--- src/rtl/shd_pkg.sv ---
package shd_pkg;
    localparam int DATA_W = 8;

    typedef enum logic [1:0] {
        REG_RAM = 2'd0,
        REG_WIN = 2'd1,
        REG_CTL = 2'd2
    } region_e;

    typedef struct packed {
        logic [DATA_W-3:0] spare;
        logic              unlock;
        logic              shadow;
    } ctl_t;

    typedef struct packed {
        logic rom;
        logic ram;
        logic we;
        logic ctl;
    } sel_t;
endpackage

--- src/rtl/shd_region_dec.sv ---
module shd_region_dec #(
    parameter int          ADDR_W   = 22,
    parameter int          WIN_BITS = 16,
    parameter logic [21:0] CTL_ADDR = 22'h3FFF00
) (
    input  logic [ADDR_W-1:0] addr,
    output shd_pkg::region_e  region
);
    import shd_pkg::*;
    localparam int HI_W = ADDR_W - WIN_BITS;

    logic in_win;
    assign in_win = (addr[ADDR_W-1:WIN_BITS] == {HI_W{1'b0}});

    always_comb begin
        if (addr == CTL_ADDR[ADDR_W-1:0]) region = REG_CTL;
        else if (in_win)                  region = REG_WIN;
        else                              region = REG_RAM;
    end
endmodule

--- src/rtl/shd_mode_reg.sv ---
module shd_mode_reg (
    input  logic                          clk,
    input  logic                          rst_n,
    input  logic                          wr_stb,
    input  logic [shd_pkg::DATA_W-1:0]    wdata,
    output shd_pkg::ctl_t                 ctl_q
);
    import shd_pkg::*;
    ctl_t ctl_d;

    always_comb begin
        ctl_d = ctl_q;
        if (wr_stb) ctl_d = ctl_t'(wdata);
    end

    always_ff @(posedge clk or negedge rst_n) begin
        if (!rst_n) ctl_q <= '0;
        else        ctl_q <= ctl_d;
    end

    // the cycle after reset is released, the register holds zero unless a write came in
    p_reset_clear_r10: assert property (@(posedge clk) disable iff (!rst_n)
        ($past(!rst_n) && !$past(wr_stb)) |-> (ctl_q == '0));
endmodule

--- src/rtl/shd_select.sv ---
module shd_select (
    input  logic              as_i,
    input  logic              rd_i,
    input  shd_pkg::region_e  region,
    input  shd_pkg::ctl_t     ctl,
    output shd_pkg::sel_t     sel
);
    import shd_pkg::*;

    always_comb begin
        sel = '0;
        if (as_i) begin
            unique case (region)
                REG_CTL: sel.ctl = 1'b1;
                REG_WIN: begin
                    if (!ctl.shadow) begin
                        if (rd_i) sel.rom = 1'b1;
                        else begin
                            sel.ram = 1'b1;
                            sel.we  = 1'b1;
                        end
                    end else begin
                        if (rd_i) sel.ram = 1'b1;
                        else if (ctl.unlock) begin
                            sel.ram = 1'b1;
                            sel.we  = 1'b1;
                        end
                    end
                end
                default: begin
                    sel.ram = 1'b1;
                    sel.we  = !rd_i;
                end
            endcase
        end
    end
endmodule

--- src/rtl/shadow_decoder.sv ---
module shadow_decoder #(
    parameter int          ADDR_W   = 22,
    parameter int          WIN_BITS = 16,
    parameter logic [21:0] CTL_ADDR = 22'h3FFF00
) (
    input  logic                       clk,
    input  logic                       rst_n,
    input  logic                       bus_as,
    input  logic                       bus_rd,
    input  logic [ADDR_W-1:0]          bus_addr,
    input  logic [shd_pkg::DATA_W-1:0] bus_wdata,
    output logic                       rom_sel,
    output logic                       ram_sel,
    output logic                       ram_we,
    output logic                       ctl_sel,
    output logic [shd_pkg::DATA_W-1:0] ctl_rdata,
    output logic                       bus_ack
);
    import shd_pkg::*;

    typedef struct packed {
        logic ack;
    } st_t;

    region_e region;
    ctl_t    ctl_q;
    sel_t    sel;
    st_t     st_d, st_q;
    logic    ctl_wr;

    shd_region_dec #(
        .ADDR_W  (ADDR_W),
        .WIN_BITS(WIN_BITS),
        .CTL_ADDR(CTL_ADDR)
    ) u_dec (
        .addr  (bus_addr),
        .region(region)
    );

    assign ctl_wr = bus_as && !bus_rd && (region == REG_CTL);

    shd_mode_reg u_mode (
        .clk   (clk),
        .rst_n (rst_n),
        .wr_stb(ctl_wr),
        .wdata (bus_wdata),
        .ctl_q (ctl_q)
    );

    shd_select u_sel (
        .as_i  (bus_as),
        .rd_i  (bus_rd),
        .region(region),
        .ctl   (ctl_q),
        .sel   (sel)
    );

    always_comb begin
        st_d     = st_q;
        st_d.ack = bus_as;
    end

    always_ff @(posedge clk or negedge rst_n) begin
        if (!rst_n) st_q <= '0;
        else        st_q <= st_d;
    end

    assign rom_sel   = sel.rom;
    assign ram_sel   = sel.ram;
    assign ram_we    = sel.we;
    assign ctl_sel   = sel.ctl;
    assign bus_ack   = st_q.ack;
    assign ctl_rdata = (sel.ctl && bus_rd) ? DATA_W'(ctl_q) : '0;

    p_no_contention_r3: assert property (@(posedge clk) disable iff (!rst_n)
        !(rom_sel && ram_sel));
    p_idle_quiet_r9: assert property (@(posedge clk) disable iff (!rst_n)
        !bus_as |-> !(rom_sel || ram_sel || ram_we || ctl_sel));
    p_shadow_no_rom_r5: assert property (@(posedge clk) disable iff (!rst_n)
        ctl_q.shadow |-> !rom_sel);
    p_locked_write_r6: assert property (@(posedge clk) disable iff (!rst_n)
        (ctl_q.shadow && !ctl_q.unlock && !bus_rd && region == REG_WIN) |-> !ram_we);
    p_ack_follows_r8: assert property (@(posedge clk) disable iff (!rst_n)
        bus_as |=> bus_ack);
    p_we_needs_sel_r1: assert property (@(posedge clk) disable iff (!rst_n)
        ram_we |-> (ram_sel && !bus_rd));
endmodule

--- config.mk ---
export PLATFORM = sky130hd
export DESIGN_NAME = shadow_decoder
export DESIGN_NICKNAME = d
export VERILOG_FILES = /design/src/rtl/shd_pkg.sv /design/src/rtl/shd_region_dec.sv /design/src/rtl/shd_mode_reg.sv /design/src/rtl/shd_select.sv /design/src/rtl/shadow_decoder.sv
export SDC_FILE = /design/constraint.sdc
export NUM_CORES = 1
export LEC_CHECK = 0
export ABC_CLOCK_PERIOD_IN_PS = 1800
export BUFFER_PORTS_ARGS = -buffer_cell sky130_fd_sc_hd__buf_2
export CAP_MARGIN = 20
export CORE_ASPECT_RATIO = 1.2
export CORE_UTILIZATION = 37
export DETAILED_ROUTE_END_ITERATION = 6
export PLACE_DENSITY_LB_ADDON = 0.25
export SLEW_MARGIN = 0
export SYNTH_ARGS = -nofsm -noshare
export SYNTH_HDL_FRONTEND = slang
export SYNTH_SLANG_ARGS = --single-unit
--- constraint.sdc ---
create_clock -name clk -period 1.8 [get_ports clk]
set_input_delay 0.36 -clock clk [delete_from_list [all_inputs] [get_ports clk]]
set_output_delay 0.36 -clock clk [all_outputs]
set_load 0.05 [all_outputs]
; ---- Word level (Yosys, flattened, before mapping)
; Cells that the tools add are included.
[word_totals]
mem_bits_ro = 0
output_inout_bits = 13
ff_bits = 9
ramBits = 0
mem_count = 0
inputBits = 34
latchBits = 0
[classes]
mux = 14
multipliers = 0
n_addsub = 0
n_lt_le_gt_ge = 0
eq_ne = 3
shifts = 0
n_reduce_logical = 5
div = 0
n_bitwise = 0
[ops]
columns = op, n
row1 = $eq A22 B22 Y1 const B, 1
row2 = $mux W2, 4
row3 = $mux W8, 1
row4 = $mux W1, 7
row5 = $logic_not A6 Y1, 1
row6 = $mux W4, 1
row7 = $pmux W2 S2, 1
row8 = $logic_and A1 B1 Y1, 3
row9 = $eq A2 B1 Y1 const B, 1
row10 = $eq A2 B2 Y1 const B, 1
row11 = $logic_not A1 Y1, 1

; ---- Depth between registers and ports, before layout
; Gate-level depths: netlist (run 1).
[depth]
depth_word = 8
depth_mapped = 5
ltp_nobuf = 4

; ---- Hierarchy
; From an unflattened synthesis (run 1), not the netlist that was laid out.
[unflattened]
hier_cells = 52
hier_area_um2 = 600.6
[modules_own_cells]
columns = mod, seq_area_each_um2, cells_each, n_inst, area_per_inst_um2
row1 = shd_mode_reg, 200.2, 17, 1, 331.6
row2 = shd_select, 0.0, 16, 1, 101.3
row3 = shadow_decoder, 25.0, 10, 1, 97.6
row4 = shd_region_dec, 0.0, 9, 1, 70.1

; ---- Worst setup path after synthesis (run 1)
; OpenSTA, ideal clock, no wires.
[synth_timing]
kind = input to output
start = input bus_addr[19]
end = output rom_sel
stages = 3
arrival_time_ns = 2.735
slack_ns = -1.295
path_cell_list = or4_1 -> nor3_1 -> nor4b_1
[synth_between]
elab_chain_cells = 6
word_cells_on_any_way = 7
cone_classes = eq/ne: 2 / mux: 4 / reduce/logical: 1
[synth_rtl]
columns = element, line_no
row1 = start: declaration, shadow_decoder.sv:10  ; input logic [ADDR_W-1:0] bus_addr,
row2 = $logic_not A6 Y1, shd_region_dec.sv:13  ; assign in_win = (addr[ADDR_W-1:WIN_BITS] == {HI_W{1'b0}});
row3 = $mux W1, shd_region_dec.sv:17  ; else if (in_win) region = REG_WIN;
row4 = $mux W2 *, shd_region_dec.sv:16  ; if (addr == CTL_ADDR[ADDR_W-1:0]) region = REG_CTL;
row5 = $eq A2 B1 Y1 *, shd_select.sv:13  ; unique case (region)
row6 = $mux W1 *, shd_select.sv:13
row7 = $mux W4 *, shd_select.sv:12  ; if (as_i) begin
row8 = end: declaration, shadow_decoder.sv:12  ; output logic rom_sel,
; Every way passes the cells marked *; elsewhere a longest branch is shown, timed or not.

; ---- Final worst setup path (run 1)
; Ends and elaborated chain as after synthesis.

==> impl_metrics.prom, run 1 <==
# TYPE chip_impl_metric gauge
chip_impl_metric{name="final_layout_size_suffix_gt1_share",unit="%"} 77.9
chip_impl_metric{name="timing.final.crit_period",unit="ns"} 1.95
chip_impl_metric{name="core_region_area",unit="sq um"} 1460
chip_impl_metric{name="drt_pass1_iterations",unit=""} 2
chip_impl_metric{name="synthDistinctLibCells",unit=""} 17
chip_impl_metric{name="globalRouteOverflowTotal",unit=""} 0
chip_impl_info{name="r2r_start",value="u_mode.ctl_q[0]"} 1
chip_impl_metric{name="die_y",unit="microns"} 45.8
chip_impl_metric{name="synthesized_cell_area",unit="sq um"} 591
chip_impl_metric{name="met1_usage",unit="%"} 23.4
chip_impl_metric{name="vias",unit=""} 663
chip_impl_info{name="mostFrequentLayoutCells",value="30 x buf_2, 12 x buf_4, 10 x buf_6, 9 x dfrtp_1, 8 x mux2_4"} 1
chip_impl_metric{name="initial_utilization",unit="%"} 40.3
chip_impl_metric{name="synthToLayoutAreaGrowth",unit="%"} 98.1
chip_impl_metric{name="floorplan.rows",unit=""} 15
chip_impl_metric{name="clock_sink_count",unit=""} 9
chip_impl_metric{name="hold_viol",unit=""} 0
chip_impl_metric{name="fmaxAchievable",unit="GHz"} 0.514
chip_impl_metric{name="max_cap_viol_count",unit=""} 0
chip_impl_info{name="crit_start",value="bus_addr[19]"} 1
chip_impl_metric{name="place.port_buffers",unit=""} 46
chip_impl_info{name="worstSetupPathType",value="in -> out"} 1
chip_impl_info{name="worstSetupEndpointType",value="output pin"} 1
chip_impl_metric{name="die_area",unit="sq um"} 1760
chip_impl_metric{name="pwr_density_cell",unit="nW/um^2"} 397
chip_impl_metric{name="maxSlewViolCount",unit=""} 0
chip_impl_info{name="min_from",value="bus_as"} 1
chip_impl_metric{name="critical_path_arrival",unit="ns"} 1.59
chip_impl_info{name="violations_in_the_final_reports",value="setup timing"} 1
chip_impl_metric{name="wire_per_inst",unit="microns"} 12.7
chip_impl_metric{name="diodes",unit=""} 0
chip_impl_metric{name="synthesis.area_per_instance",unit="sq um"} 11.6
chip_impl_metric{name="grt_pass1_wl",unit="microns"} 2500
chip_impl_metric{name="met2_usage",unit="%"} 34.9
chip_impl_metric{name="layout.nets",unit=""} 148
chip_impl_metric{name="cts_buffers",unit=""} 3
chip_impl_metric{name="grt_start_max_net_pins",unit=""} 10
chip_impl_metric{name="path_clk_slew",unit="ns"} 0.06
chip_impl_info{name="cts_tree",value="done"} 1
chip_impl_metric{name="cts.path.max_buffers",unit=""} 2
chip_impl_metric{name="layout.area.seq",unit="sq um"} 225
chip_impl_metric{name="post-cts-setup-buffers",unit=""} 0
chip_impl_info{name="critPathLaunchType",value="input port"} 1
chip_impl_metric{name="max-slew-margin-rel",unit="%"} 81.6
chip_impl_info{name="status",value="finished, violations left"} 1
chip_impl_metric{name="grt_pass1_vias",unit=""} 614
chip_impl_metric{name="multiInputGateArea",unit="sq um"} 435
chip_impl_metric{name="cp.required",unit="ns"} 1.44
chip_impl_metric{name="globalRouteMet3Util",unit="%"} 3.92
chip_impl_info{name="worstHoldPathType",value="in -> reg"} 1
chip_impl_metric{name="synth-warning-count",unit=""} 0
chip_impl_metric{name="fill_cells",unit=""} 101
chip_impl_metric{name="clkLatencyLatePin",unit="ns"} 0.26
chip_impl_info{name="layout_commonest_cell",value="buf_2"} 1
chip_impl_metric{name="power.static_leakage",unit="nW"} 0.580
chip_impl_metric{name="ir_drop",unit="V"} 0.000225
chip_impl_metric{name="postLayoutCoreUtil",unit="%"} 79.9
chip_impl_metric{name="grt_antenna_before_repair",unit=""} 0
chip_impl_metric{name="finalSetupViolations",unit=""} 12
chip_impl_metric{name="synth.ff_latch_count",unit=""} 9
chip_impl_metric{name="worst_slack_at_placement",unit="ns"} -0.254
chip_impl_metric{name="vias_per_cell",unit=""} 5.10
chip_impl_metric{name="drc_errors",unit=""} 0
chip_impl_info{name="grt-busiest-layer",value="met2"} 1
chip_impl_metric{name="cp_max_fo",unit=""} 2
chip_impl_metric{name="gp_congestion",unit=""} 0.695
chip_impl_metric{name="number_of_ports_placed_on_the_die_boundary",unit=""} 47
chip_impl_info{name="grt_setup_unrepaired",value="yes"} 1
chip_impl_metric{name="synthCells",unit=""} 51
chip_impl_metric{name="layout_worst_path_cycle_share",unit="%"} 108
chip_impl_metric{name="postLayoutSetupSlackWorst",unit="ns"} -0.146
chip_impl_info{name="ctsRootBufferMaster",value="clkbuf_4"} 1
chip_impl_metric{name="synth_net_count",unit=""} 85
chip_impl_metric{name="ctsHtreeMaxLevel",unit=""} 1
chip_impl_metric{name="clock_skew_after_layout",unit="ns"} 0
chip_impl_metric{name="tightest_slew",unit="ns"} 0.274
chip_impl_metric{name="routed_wl",unit="microns"} 1650
chip_impl_metric{name="drt.antenna.violating_nets",unit=""} 0
chip_impl_metric{name="sequential_area_share_after_synthesis",unit="%"} 38.1
chip_impl_metric{name="detailedRoute.firstIterationViolations",unit=""} 14
chip_impl_metric{name="die-width",unit="microns"} 38.5
chip_impl_metric{name="global_route.usage.total",unit="%"} 20.6
[worst paths after layout]
check,endpoint,slack [ns],cells after the start
min in group asynchronous,u_mode.ctl_q[0],0.47,2
max in group asynchronous,u_mode.ctl_q[7],1.16,2
max reg2reg,u_mode.ctl_q[0],0.93,1
max,rom_sel,-0.15,5
min reg2reg,u_mode.ctl_q[5],0.51,1
min,bus_ack,0.28,1
[worst max-delay path, cell delays in order]
cell,delay [ns]
buf_6,0.09
or4_4,0.53
nor3_4,0.16
nor4b_4,0.24
buf_6,0.20
[flip-flops by register name (all words and copies together) (netlist names)]
register / flops
bus_ack: 1
u_mode.ctl_q: 8
[final cells by class]
class | instances | area share (%)
clock inverter | 1 | 0.428
timing repair buffer | 59 | 38.7
tap | 17 | 1.82
sequential | 9 | 19.3
clock buffer | 3 | 1.93
multi-input combinational | 39 | 37.2
inverter | 2 | 0.642
[synth_stat cells (all sizes together)]
library cell | instances | area, sq um
dfrtp | 9 | 225
mux2 | 8 | 120
and2 | 7 | 43.8
nand4 | 5 | 31.3
and4 | 3 | 26.3
nand3 | 3 | 15.0
nor4 | 3 | 48.8
inv | 2 | 7.51
nor3 | 2 | 10.0
o21ai | 2 | 10.0
or4 | 2 | 15.0
a21oi | 1 | 5.00
a311oi | 1 | 8.76
buf | 1 | 11.3
nor2 | 1 | 3.75
nor4b | 1 | 8.76
[power by group]
group,total [mW],switching (mW),internal [mW]
sequential,0.204,0.000319,0.203
clock,0.154,0.0717,0.0819
combinational,0.107,0.0517,0.0550
total,0.464,0.124,0.340
[what timing repair did]
item / 4_1_cts / 5_1_grt
gates resized for setup: 36 / 12
pin swaps: 7 / 6
setup endpoints to repair: 12 / 13
endpoints found under the hold margin: 9 / 0
hold buffers: 1 / 0
[metal layers]
metal  part of all wire, %  up-vias  wire length (microns)
met4                   1.6        0                     27
met3                   5.4        4                     89
met2                    58       35                    961
li1                      -      323                      -
met1                    35      301                    572
met5                     0        -                      0
[stage by stage]
| stage | hold WS, ns | std cells | total power, mW | TNS [ns] | cell area [sq um] |
|---|---|---|---|---|---|
| finish | 0.279 | 130 | 0.464 | -1.36 | 1170 |
| global route | 0.272 | 130 | 0.488 | -2.28 | 1170 |
| CTS | 0.239 | 131 | 0.471 | -1.30 | 1130 |
| detailed placement | 0.215 | 126 | 0.299 | -4.23 | 971 |
| global placement | 0.214 | 126 | 0.298 | -3.89 | 971 |
| floorplan | 0.0644 | 51 | 0.234 | -2.02 | 633 |
[kinds of logic (layout without fill, tap and decap cells)]
kind of cell           Yosys count  after routing  share of synthesized area [%]
and+or+nand+nor                 27             27                           34.3
DFF                              9              9                           38.1
muxes                            8              8                           20.3
AOI/OAI and AO/OA                4              4                           4.02
buffers and inverters            3             65                           3.18
Note: power is estimated with default switching activity, not from simulation.
==> run 2, diff against run 1 <==
ABC_AREA = 1   (was unset)
CORE_UTILIZATION = 40   (was 37)
==> impl_metrics.prom, run 2 <==
# TYPE chip_impl_metric gauge
chip_impl_metric{name="ctsHtreeMaxLevel",unit=""} 1
chip_impl_metric{name="globalRouteOverflowTotal",unit=""} 0
chip_impl_metric{name="wire_per_inst",unit="microns"} 9.78
chip_impl_info{name="worstHoldPathType",value="in -> reg"} 1
chip_impl_metric{name="cts_buffers",unit=""} 3
chip_impl_info{name="synth_top_area_cell",value="dfrtp_1"} 1
chip_impl_metric{name="ir_drop",unit="V"} 0.000429
chip_impl_metric{name="die_y",unit="microns"} 47.4
chip_impl_info{name="netlist_top_cells_area",value="dfrtp_1 33%, nand2_1 17%, nor2_1 11%"} 1
chip_impl_metric{name="clock_skew_after_layout",unit="ns"} 0
chip_impl_metric{name="global_route.usage.total",unit="%"} 20.5
chip_impl_metric{name="synth_net_count",unit=""} 141
chip_impl_metric{name="core_region_area",unit="sq um"} 1620
chip_impl_metric{name="routed_wl",unit="microns"} 1780
chip_impl_metric{name="power.static_leakage",unit="nW"} 0.628
chip_impl_metric{name="synthesized_cell_area",unit="sq um"} 688
chip_impl_metric{name="place.port_buffers",unit=""} 46
chip_impl_info{name="largest-register",value="u_mode.ctl_q"} 1
chip_impl_info{name="grt_setup_unrepaired",value="yes"} 1
chip_impl_info{name="worstSetupPathType",value="reg -> out"} 1
chip_impl_metric{name="postLayoutSetupSlackWorst",unit="ns"} 0.0644
chip_impl_metric{name="number_of_ports_placed_on_the_die_boundary",unit=""} 47
chip_impl_metric{name="synth_edf_count",unit=""} 0
chip_impl_metric{name="finalSetupViolations",unit=""} 0
chip_impl_info{name="postSynth.topFlopCell",value="dfrtp_1"} 1
chip_impl_metric{name="grt_start_max_net_pins",unit=""} 10
chip_impl_metric{name="vias",unit=""} 829
chip_impl_info{name="layout_commonest_cell",value="buf_2"} 1
chip_impl_metric{name="floorplan.rows",unit=""} 16
chip_impl_metric{name="die-width",unit="microns"} 39.9
chip_impl_metric{name="hold_viol",unit=""} 0
chip_impl_info{name="critPathLaunchType",value="flip-flop"} 1
chip_impl_metric{name="cp_max_fo",unit=""} 3
chip_impl_metric{name="critical_path_arrival",unit="ns"} 1.38
chip_impl_metric{name="tightest_slew",unit="ns"} 0.267
chip_impl_metric{name="compound_gate_fraction_of_synth_area",unit="%"} 0.727
chip_impl_metric{name="synthDistinctLibCells",unit=""} 16
chip_impl_metric{name="post_synth_mux_area_share",unit="%"} 0
chip_impl_metric{name="flip_flop_count_of_the_largest_register_all_copies_and_words_added",unit=""} 8
chip_impl_info{name="synth_commonest_cells",value="31 x nand2_1, 21 x nor2_1, 18 x inv_1, 9 x dfrtp_1, 9 x nand4_1"} 1
chip_impl_info{name="yosysMostFrequentCell",value="nand2_1"} 1
chip_impl_metric{name="detailedRoute.firstIterationViolations",unit=""} 6
chip_impl_metric{name="layout.nets",unit=""} 199
chip_impl_metric{name="hpwlAfterDp",unit="microns"} 1390
chip_impl_info{name="cpMaxStageDelayCell",value="dfrtp_1"} 1
chip_impl_metric{name="vias_per_cell",unit=""} 4.55
chip_impl_metric{name="diodes",unit=""} 0
chip_impl_metric{name="synth_xor_xnor_area_share",unit="%"} 0
chip_impl_metric{name="number_of_standard_cells_in_the_layout_taps_in_and_fillers_out",unit=""} 182
chip_impl_info{name="mostFrequentLayoutCells",value="35 x buf_2, 28 x nand2_1, 18 x nor2_1, 14 x inv_1, 11 x buf_6"} 1
chip_impl_metric{name="yosys.area_share.adder",unit="%"} 0
chip_impl_metric{name="layout_worst_path_cycle_share",unit="%"} 96.4
chip_impl_info{name="worstSetupEndpointType",value="output pin"} 1
chip_impl_metric{name="share_of_synthesized_registers_carrying_an_async_set_or_reset",unit="%"} 100
chip_impl_metric{name="maxSlewViolCount",unit=""} 0
chip_impl_info{name="path_cells",value="inv_1 > nor2_1 > nand3_1 > o21ai_0 > nor2_1 > buf_2"} 1
chip_impl_metric{name="synth_top_area_share",unit="%"} 32.7
chip_impl_metric{name="timing.final.crit_period",unit="ns"} 1.74
chip_impl_metric{name="pwr_density_cell",unit="nW/um^2"} 414
chip_impl_metric{name="drc_errors",unit=""} 0
chip_impl_metric{name="synth.ff_latch_count",unit=""} 9
chip_impl_metric{name="grt_pass1_vias",unit=""} 681
chip_impl_metric{name="synthCells",unit=""} 107
chip_impl_metric{name="gp_congestion",unit=""} 0.768
chip_impl_metric{name="worst_slack_at_placement",unit="ns"} -0.0678
chip_impl_metric{name="placed_cells_incl_taps",unit=""} 177
chip_impl_info{name="cpMostUsedCell",value="nor2_1"} 1
chip_impl_metric{name="synthesis.area_per_instance",unit="sq um"} 6.43
chip_impl_metric{name="grt_antenna_before_repair",unit=""} 0
chip_impl_metric{name="post-cts-setup-buffers",unit=""} 0
chip_impl_metric{name="grt_pass1_wl",unit="microns"} 2660
chip_impl_metric{name="drt.antenna.violating_nets",unit=""} 0
chip_impl_metric{name="fmaxAchievable",unit="GHz"} 0.576
chip_impl_info{name="cts_tree",value="done"} 1
chip_impl_metric{name="cts.path.max_buffers",unit=""} 2
chip_impl_metric{name="timing.critical_path.slowest_cell_delay",unit="ns"} 0.40
chip_impl_metric{name="synth-warning-count",unit=""} 0
chip_impl_metric{name="clock_sink_count",unit=""} 9
chip_impl_metric{name="initial_utilization",unit="%"} 42.4
chip_impl_metric{name="synthToLayoutAreaGrowth",unit="%"} 62.7
chip_impl_metric{name="path_clk_slew",unit="ns"} 0.06
chip_impl_info{name="status",value="finished clean"} 1
chip_impl_metric{name="max_cap_viol_count",unit=""} 0
chip_impl_metric{name="clkLatencyLatePin",unit="ns"} 0.26
chip_impl_metric{name="final_layout_size_suffix_gt1_share",unit="%"} 48.2
chip_impl_info{name="ctsRootBufferMaster",value="clkbuf_4"} 1
chip_impl_metric{name="cp.required",unit="ns"} 1.44
chip_impl_info{name="main_combinational_cell_family_by_area_after_synthesis",value="simple AND/OR/NAND/NOR gates"} 1
chip_impl_metric{name="max-slew-margin-rel",unit="%"} 82.1
chip_impl_metric{name="die_area",unit="sq um"} 1890
chip_impl_metric{name="sequential_area_share_after_synthesis",unit="%"} 32.7
chip_impl_metric{name="post_synth_and_or_nand_nor_area_fraction",unit="%"} 54.5
chip_impl_metric{name="drt_pass1_iterations",unit=""} 4
-- run 2: kinds of logic (layout without fill, tap and decap cells) --
group,Yosys count,after routing
AOI/OAI and AO/OA,1,1
buffers and inverters,22,79
DFF,9,9
and+or+nand+nor,75,75
-- run 2: critical path: cells and delay by family (launching register included) --
kind	cells	cell delay, ns
buf+inv	2	0.37
flops	1	0.40
compound gates	1	0.09
simple gates	3	0.27
-- run 2: repair_timing --
action	CTS	global route
cloned	0	0
pin swaps	0	1
resized for setup	9	21
endpoints found under the setup margin	8	11
hold endpoints to repair	9	0
hold buffers	1	0
-- run 2: metal layers --
layer  global-route usage (%)  wire [microns]  up-vias
met4                     7.59              19        0
met2                     36.1             932       27
met5                        0               0        -
li1                         -               -      443
met3                     4.19              89        3
met1                     24.0             738      356
-- run 2: layout make-up --
type | count | area, sq um
inverters | 22 | 82.6
multi-input cells | 76 | 409
flip-flops and latches | 9 | 225
well taps | 18 | 22.5
fillers | 145 | 502
clock buffers | 4 | 26.3
repair buffers | 53 | 354
-- run 2: worst paths after layout --
| check | from | to | slack [ns] | cells after the start |
|---|---|---|---|---|
| worst min register to register | u_mode.ctl_q[5] | u_mode.ctl_q[5] | 0.47 | 2 |
| min in group asynchronous | rst_n | u_mode.ctl_q[5] | 0.47 | 2 |
| worst min-delay path | bus_as | bus_ack | 0.28 | 1 |
| worst max-delay path | u_mode.ctl_q[0] | ram_sel | 0.06 | 6 |
| max in group asynchronous | rst_n | u_mode.ctl_q[2] | 1.15 | 2 |
| worst max register to register | u_mode.ctl_q[1] | u_mode.ctl_q[1] | 1.17 | 2 |
-- run 2: per-stage QoR --
stage | hold slack [ns] | cell area [sq um] | utilization (%) | power, mW | TNS (ns)
6_report | 0.281 | 1120 | 69.1 | 0.463 | 0
3_3_place_gp | 0.217 | 988 | 61.0 | 0.302 | -0.103
4_1_cts | 0.280 | 1050 | 65.0 | 0.461 | 0
2_1_floorplan | 0.0644 | 691 | - | 0.247 | -1.05
5_1_grt | 0.274 | 1120 | 69.1 | 0.491 | -0.148
3_5_place_dp | 0.220 | 988 | 61.0 | 0.305 | -0.481
-- run 2: where the power goes --
part / internal, mW / switching, mW / leakage [nW]
clock: 0.0853 / 0.0683 / 0.0150
combinational: 0.0487 / 0.0571 / 0.490
sequential: 0.204 / 0.000340 / 0.123
total: 0.338 / 0.126 / 0.628
